$ cat src/rtl/segram_pkg.sv
package segram_pkg;

    localparam int SEG_N  = 18;
    localparam int NIB_W  = 4;
    localparam int WORD_W = 8;
    localparam int AW     = $clog2(SEG_N);
    localparam int CNT_W  = $clog2(WORD_W);

    typedef enum logic [1:0] {
        DISP_DARK = 2'd0,
        DISP_RAM  = 2'd1,
        DISP_LIT  = 2'd2
    } disp_mode_e;

    typedef struct packed {
        logic              is_cmd;
        logic [WORD_W-1:0] bits;
    } rx_word_t;

    typedef struct packed {
        logic             en;
        logic [AW-1:0]    addr;
        logic [NIB_W-1:0] nib;
    } nib_wr_t;

    function automatic logic [AW-1:0] step_one(input logic [AW-1:0] a);
        return (int'(a) >= SEG_N - 1) ? '0 : a + AW'(1);
    endfunction

    function automatic logic [AW-1:0] fold_addr(input logic [AW-1:0] a);
        return AW'(int'(a) % SEG_N);
    endfunction

endpackage

$ cat src/rtl/segram_rx.sv
module segram_rx
    import segram_pkg::*;
#(
    parameter int SYNC_STAGES = 2
) (
    input  logic     clk,
    input  logic     rst,
    input  logic     ser_csn,
    input  logic     ser_clk,
    input  logic     ser_dat,
    input  logic     ser_cd,
    output logic     word_vld,
    output rx_word_t word
);

    logic [SYNC_STAGES-1:0] s_clk, s_csn, s_dat, s_cd;
    logic                   clk_prev;
    logic [CNT_W-1:0]       bit_cnt;
    logic [WORD_W-2:0]      shreg;
    logic                   rise;

    always_ff @(posedge clk) begin
        if (rst) begin
            s_clk <= '0;
            s_csn <= '1;
            s_dat <= '0;
            s_cd  <= '0;
            clk_prev <= 1'b0;
        end else begin
            s_clk <= {s_clk[SYNC_STAGES-2:0], ser_clk};
            s_csn <= {s_csn[SYNC_STAGES-2:0], ser_csn};
            s_dat <= {s_dat[SYNC_STAGES-2:0], ser_dat};
            s_cd  <= {s_cd[SYNC_STAGES-2:0], ser_cd};
            clk_prev <= s_clk[SYNC_STAGES-1];
        end
    end

    assign rise = s_clk[SYNC_STAGES-1] & ~clk_prev;

    always_ff @(posedge clk) begin
        if (rst) begin
            bit_cnt  <= '0;
            shreg    <= '0;
            word_vld <= 1'b0;
            word     <= '0;
        end else begin
            word_vld <= 1'b0;
            if (s_csn[SYNC_STAGES-1]) begin
                bit_cnt <= '0;
            end else if (rise) begin
                shreg <= {shreg[WORD_W-3:0], s_dat[SYNC_STAGES-1]};
                if (int'(bit_cnt) == WORD_W - 1) begin
                    bit_cnt     <= '0;
                    word_vld    <= 1'b1;
                    word.is_cmd <= s_cd[SYNC_STAGES-1];
                    word.bits   <= {shreg, s_dat[SYNC_STAGES-1]};
                end else begin
                    bit_cnt <= bit_cnt + CNT_W'(1);
                end
            end
        end
    end

endmodule

$ cat src/rtl/segram_cmd.sv
module segram_cmd
    import segram_pkg::*;
(
    input  logic          clk,
    input  logic          rst,
    input  logic          word_vld,
    input  rx_word_t      word,
    output nib_wr_t       wr_a,
    output nib_wr_t       wr_b,
    output logic [AW-1:0] cur_addr,
    output disp_mode_e    mode
);

    logic [2:0] opc;
    assign opc = word.bits[WORD_W-1:WORD_W-3];

    always_comb begin
        wr_a = '0;
        wr_b = '0;
        if (word_vld) begin
            if (!word.is_cmd) begin
                wr_a.en   = 1'b1;
                wr_a.addr = cur_addr;
                wr_a.nib  = word.bits[2*NIB_W-1:NIB_W];
                wr_b.en   = 1'b1;
                wr_b.addr = step_one(cur_addr);
                wr_b.nib  = word.bits[NIB_W-1:0];
            end else if (opc == 3'b100) begin
                wr_a.en   = 1'b1;
                wr_a.addr = cur_addr;
                wr_a.nib  = word.bits[NIB_W-1:0];
            end
        end
    end

    always_ff @(posedge clk) begin
        if (rst) begin
            cur_addr <= '0;
            mode     <= DISP_DARK;
        end else if (word_vld) begin
            if (!word.is_cmd) begin
                cur_addr <= step_one(step_one(cur_addr));
            end else begin
                case (opc)
                    3'b000: cur_addr <= fold_addr(word.bits[AW-1:0]);
                    3'b001: mode <= DISP_LIT;
                    3'b010: mode <= DISP_DARK;
                    3'b011: mode <= DISP_RAM;
                    3'b100: cur_addr <= step_one(cur_addr);
                    3'b110, 3'b111: begin
                        if (!word.bits[4]) begin
                            mode     <= DISP_DARK;
                            cur_addr <= '0;
                        end
                    end
                    default: ;
                endcase
            end
        end
    end

endmodule

$ cat src/rtl/segram_store.sv
module segram_store
    import segram_pkg::*;
(
    input  logic             clk,
    input  logic             rst,
    input  nib_wr_t          wr_a,
    input  nib_wr_t          wr_b,
    input  logic [AW-1:0]    rd_addr,
    output logic [NIB_W-1:0] rd_nib
);

    logic [NIB_W-1:0] cells [SEG_N];

    for (genvar i = 0; i < SEG_N; i++) begin : g_cell
        always_ff @(posedge clk) begin
            if (rst)
                cells[i] <= '0;
            else if (wr_b.en && int'(wr_b.addr) == i)
                cells[i] <= wr_b.nib;
            else if (wr_a.en && int'(wr_a.addr) == i)
                cells[i] <= wr_a.nib;
        end
    end

    always_comb begin
        rd_nib = '0;
        for (int i = 0; i < SEG_N; i++)
            if (int'(rd_addr) == i) rd_nib = cells[i];
    end

endmodule

$ cat src/rtl/segram_ctrl.sv
module segram_ctrl
    import segram_pkg::*;
#(
    parameter int SYNC_STAGES = 2
) (
    input  logic             clk,
    input  logic             rst,
    input  logic             ser_csn,
    input  logic             ser_clk,
    input  logic             ser_dat,
    input  logic             ser_cd,
    input  logic [AW-1:0]    rd_addr,
    output logic [NIB_W-1:0] rd_nib,
    output logic [1:0]       disp_mode
);

    logic          word_vld;
    rx_word_t      word;
    nib_wr_t       wr_a, wr_b;
    logic [AW-1:0] cur_addr;
    disp_mode_e    mode;

    segram_rx #(.SYNC_STAGES(SYNC_STAGES)) u_rx (
        .clk(clk), .rst(rst), .ser_csn(ser_csn), .ser_clk(ser_clk),
        .ser_dat(ser_dat), .ser_cd(ser_cd), .word_vld(word_vld), .word(word)
    );

    segram_cmd u_cmd (
        .clk(clk), .rst(rst), .word_vld(word_vld), .word(word),
        .wr_a(wr_a), .wr_b(wr_b), .cur_addr(cur_addr), .mode(mode)
    );

    segram_store u_store (
        .clk(clk), .rst(rst), .wr_a(wr_a), .wr_b(wr_b),
        .rd_addr(rd_addr), .rd_nib(rd_nib)
    );

    assign disp_mode = mode;

endmodule

$ cat config.mk
export PLATFORM = sky130hd
export DESIGN_NAME = segram_ctrl
export DESIGN_NICKNAME = d
export VERILOG_FILES = /design/src/rtl/segram_pkg.sv /design/src/rtl/segram_rx.sv /design/src/rtl/segram_cmd.sv /design/src/rtl/segram_store.sv /design/src/rtl/segram_ctrl.sv
export SDC_FILE = /design/constraint.sdc
export NUM_CORES = 1
export LEC_CHECK = 0
export BUFFER_PORTS_ARGS = -buffer_cell sky130_fd_sc_hd__buf_2
export CAP_MARGIN = 30
export CORE_ASPECT_RATIO = 0.75
export CORE_MARGIN = 2
export CORE_UTILIZATION = 53
export DETAILED_ROUTE_END_ITERATION = 10
export GPL_ROUTABILITY_DRIVEN = 0
export PLACE_DENSITY = 0.72
export SETUP_SLACK_MARGIN = 0.3
export SLEW_MARGIN = 20
export SYNTH_ARGS = -nofsm -noshare
export SYNTH_HDL_FRONTEND = slang
export SYNTH_HIERARCHICAL = 1
export SYNTH_SLANG_ARGS = --single-unit
$ cat constraint.sdc
create_clock -name clk -period 2.45 [get_ports clk]
set_clock_uncertainty 0.1 [all_clocks]
set_input_delay 0.245 -clock clk [delete_from_list [all_inputs] [get_ports clk]]
set_output_delay 0.245 -clock clk [all_outputs]
set_load 0.05 [all_outputs]
==> flow_summary.yaml <==
outcome:
  status: "finished with violations"
  violations: "setup timing"
timing:
  setup_violations: 147
  period_share_pct: 111
  rsz0062_at_grt: "true"
  finalCriticalPeriod_ns: 2.71
  max_freq_ghz: 0.369
  slew_viol_final: 0
  slew_headroom_pct: 66.3
  layout_setup_ws_ns: -0.263
  max_slew.worst_pin.slew_ns: 0.503
  finalHoldViolCount: 0
  fin_setup_tns_ns: -22.86
clock_network:
  cts_tree: "done"
  clk_path_buf_depth: 2
  clockRootBuffer: "clkbuf_16"
  cts_made_buffers: 9
  clk_pin_slew_ns: 0.08
  h-tree-depth: 3
  insertion_delay_ns: 0.36
  cts.sinks: 108
floorplanning:
  die_x_um: 132
  pin_count: 17
  die_area_um2: 13200
  die_height_um: 100
  core_area_um2: 12100
  initial_core_util_pct: 53.8
  row_count: 35
logic_synthesis:
  syn_inst: 675
  syn_area_um2: 6520
  yosysTopAreaCell: "edfxtp_1"
  ys_types: 77
  ys_top_cells_by_area: "edfxtp_1, dfxtp_1, a22o_1, nor2_1, nand2_1"
  async_flop_share_pct: 0
  synth-edff-count: 72
  avgSynthCellArea_um2: 9.66
  synth_nets: 694
  yosysMostFrequentCell: "nor2_1"
  synthTopCellsByCount: "nor2_1, a22o_1, edfxtp_1"
  synth_flop_cell: "edfxtp_1"
  synth_top_area_share_pct: 33.1
  synth_warnings: 6
  ys_seq_elements: 108
  ys_seq_area_share_pct: 44.2
cells_and_area:
  num_antenna_cells: 0
  drive_gt1_share_pct: 34.6
  syn_to_final_growth_pct: 29.1
  nets: 777
  post-route-util_pct: 69.4
routing:
  drt-wirelength-per-cell_um: 22.2
  drt_iter0_markers: 1091
  vias: 6073
  routed_wl_mm: 20.6
  viasPerCell: 6.54
  first_pass_iters: 6
  ant_nets: 0
  drcViolationCount: 0
flow_run:
  cap_violations: 0
critical_path:
  critPathTopFamily: "simple AND/OR/NAND/NOR gates"
  critPathMaxStageDelay_ns: 0.51
  cp_slowest_cell: "or4_4"
  cp_cell_sequence: "inv_2 -> ha_4 -> or4_4 -> a21oi_2 -> and2_4 -> nand3_4 -> buf_6 -> nor3_4 -> nor3_2 -> a22o_1"
  worst_setup_path_end_kind: "register"
  crit_fanout: 6
  cp.arrival_ns: 2.72
  path_buf_inv: 2
  path_class: "reg2reg"
  crit_required_ns: 2.46
  startpoint_type: "register"
grt:
  grt_pass1_vias: 5698
  grt_antenna_before_repair: 0
  grt_overflow: 0
  grt_pass1_wl_mm: 31.3
  grt_util_all_layers_pct: 30.9
  grt_start_max_net_pins: 31
placement:
  hpwl_mm: 13.4
  port-buffer-count: 16
hold_path:
  min_path_type: "reg2reg"
power_and_ir_drop:
  ir_worst_vdd_mv: 0.429
  p_leak_nw: 2.97
  pwr_density_cell_nw_per_um2: 456
## through the flow
step | hold WS, ns | power, mW | instances | instance area, um2 | setup slack [ns]
2_1_floorplan | 0.249 | 2.24 | 675 | 6680 | -0.111
4_1_cts | 0.313 | 3.83 | 926 | 8200 | -0.170
6_report | 0.312 | 3.84 | 929 | 8420 | -0.263
5_1_grt | 0.325 | 3.94 | 929 | 8420 | -0.319
3_3_place_gp | 0.296 | 2.31 | 891 | 7330 | -0.281
3_5_place_dp | 0.294 | 2.32 | 891 | 7330 | -0.268
## area by class of cell
cell class / instances / area, um2
clock inverter: 7 / 86.3
multi-input combinational: 507 / 4030
inverter: 14 / 57.6
clock buffer: 9 / 225
timing repair buffer: 118 / 933
fill: 866 / 3710
tap: 166 / 208
sequential: 108 / 2890
## flip-flops by register name, indices dropped and copies added, names as in the netlist, 3 cells and up
signal and cells:
u_cmd/cur_addr 5, u_rx/bit_cnt 3, u_rx/shreg 7, u_rx/word 9, u_store/cells 72
## metal layers
layer	share of wire [%]	vias up	global-route usage [%]	wire length [um]
li1	-	2711	-	-
met1	42	2890	43.4	8670
met2	43	404	46.1	8880
met3	11	68	8.38	2340
met4	3.5	0	11.2	714
met5	0	-	0	0
## cell usage in the layout, fill, tap and decap left out, drive strengths merged, types with 6 or more instances in the layout
master    n
buf     114
nor2     75
a22o     74
edfxtp   72
nand2    56
nor3     38
dfxtp    36
a21oi    36
nor2b    28
o21ai    23
nand2b   18
inv      17
or3      16
clkbuf    9
mux2i     9
nand3     9
a211o     9
nand3b    8
ha        8
nor3b     6
## path summary, 6_finish.rpt
| check | start | end | slack (ns) | depth (start not counted) |
|---|---|---|---|---|
| worst max-delay path | u_cmd/cur_addr[1]$_SDFFE_PP0P_ | u_store/cells[3][3]$_DFFE_PP_ | -0.26 | 10 |
| worst min-delay path | u_rx/s_csn[0]$_SDFF_PP1_ | u_rx/s_csn[1]$_SDFF_PP1_ | 0.31 | 1 |
| worst max register to register | u_cmd/cur_addr[1]$_SDFFE_PP0P_ | u_store/cells[3][3]$_DFFE_PP_ | -0.26 | 10 |
| worst min register to register | u_rx/s_csn[0]$_SDFF_PP1_ | u_rx/s_csn[1]$_SDFF_PP1_ | 0.31 | 1 |
## logic make-up after synthesis
family                     Yosys count  share of synthesized area, %
adders and majority gates            8                          1.53
muxes                               14                          2.59
buffers and inverters               60                          4.43
DFF                                108                          44.2
and+or+nand+nor                    288                          24.4
xor gates and xnor gates             3                         0.403
AOI/OAI and AO/OA                  194                          22.5
## what timing repair did
item | in CTS | in global routing
buffers inserted | 15 | 3
pin swaps | 47 | 26
endpoints found under the hold margin | 4 | 0
resized for setup | 88 | 42
endpoints found under the setup margin | 153 | 153
gates cloned | 0 | 0
hold buffers | 4 | 0
## power breakdown
group	switching (mW)	internal, mW	total, mW
Sequential	0.0283	1.99	2.01
Combinational	0.187	0.130	0.317
Clock	0.771	0.739	1.51
Total	0.986	2.86	3.84
No activity file was read; power rests on OpenSTA's default activity.
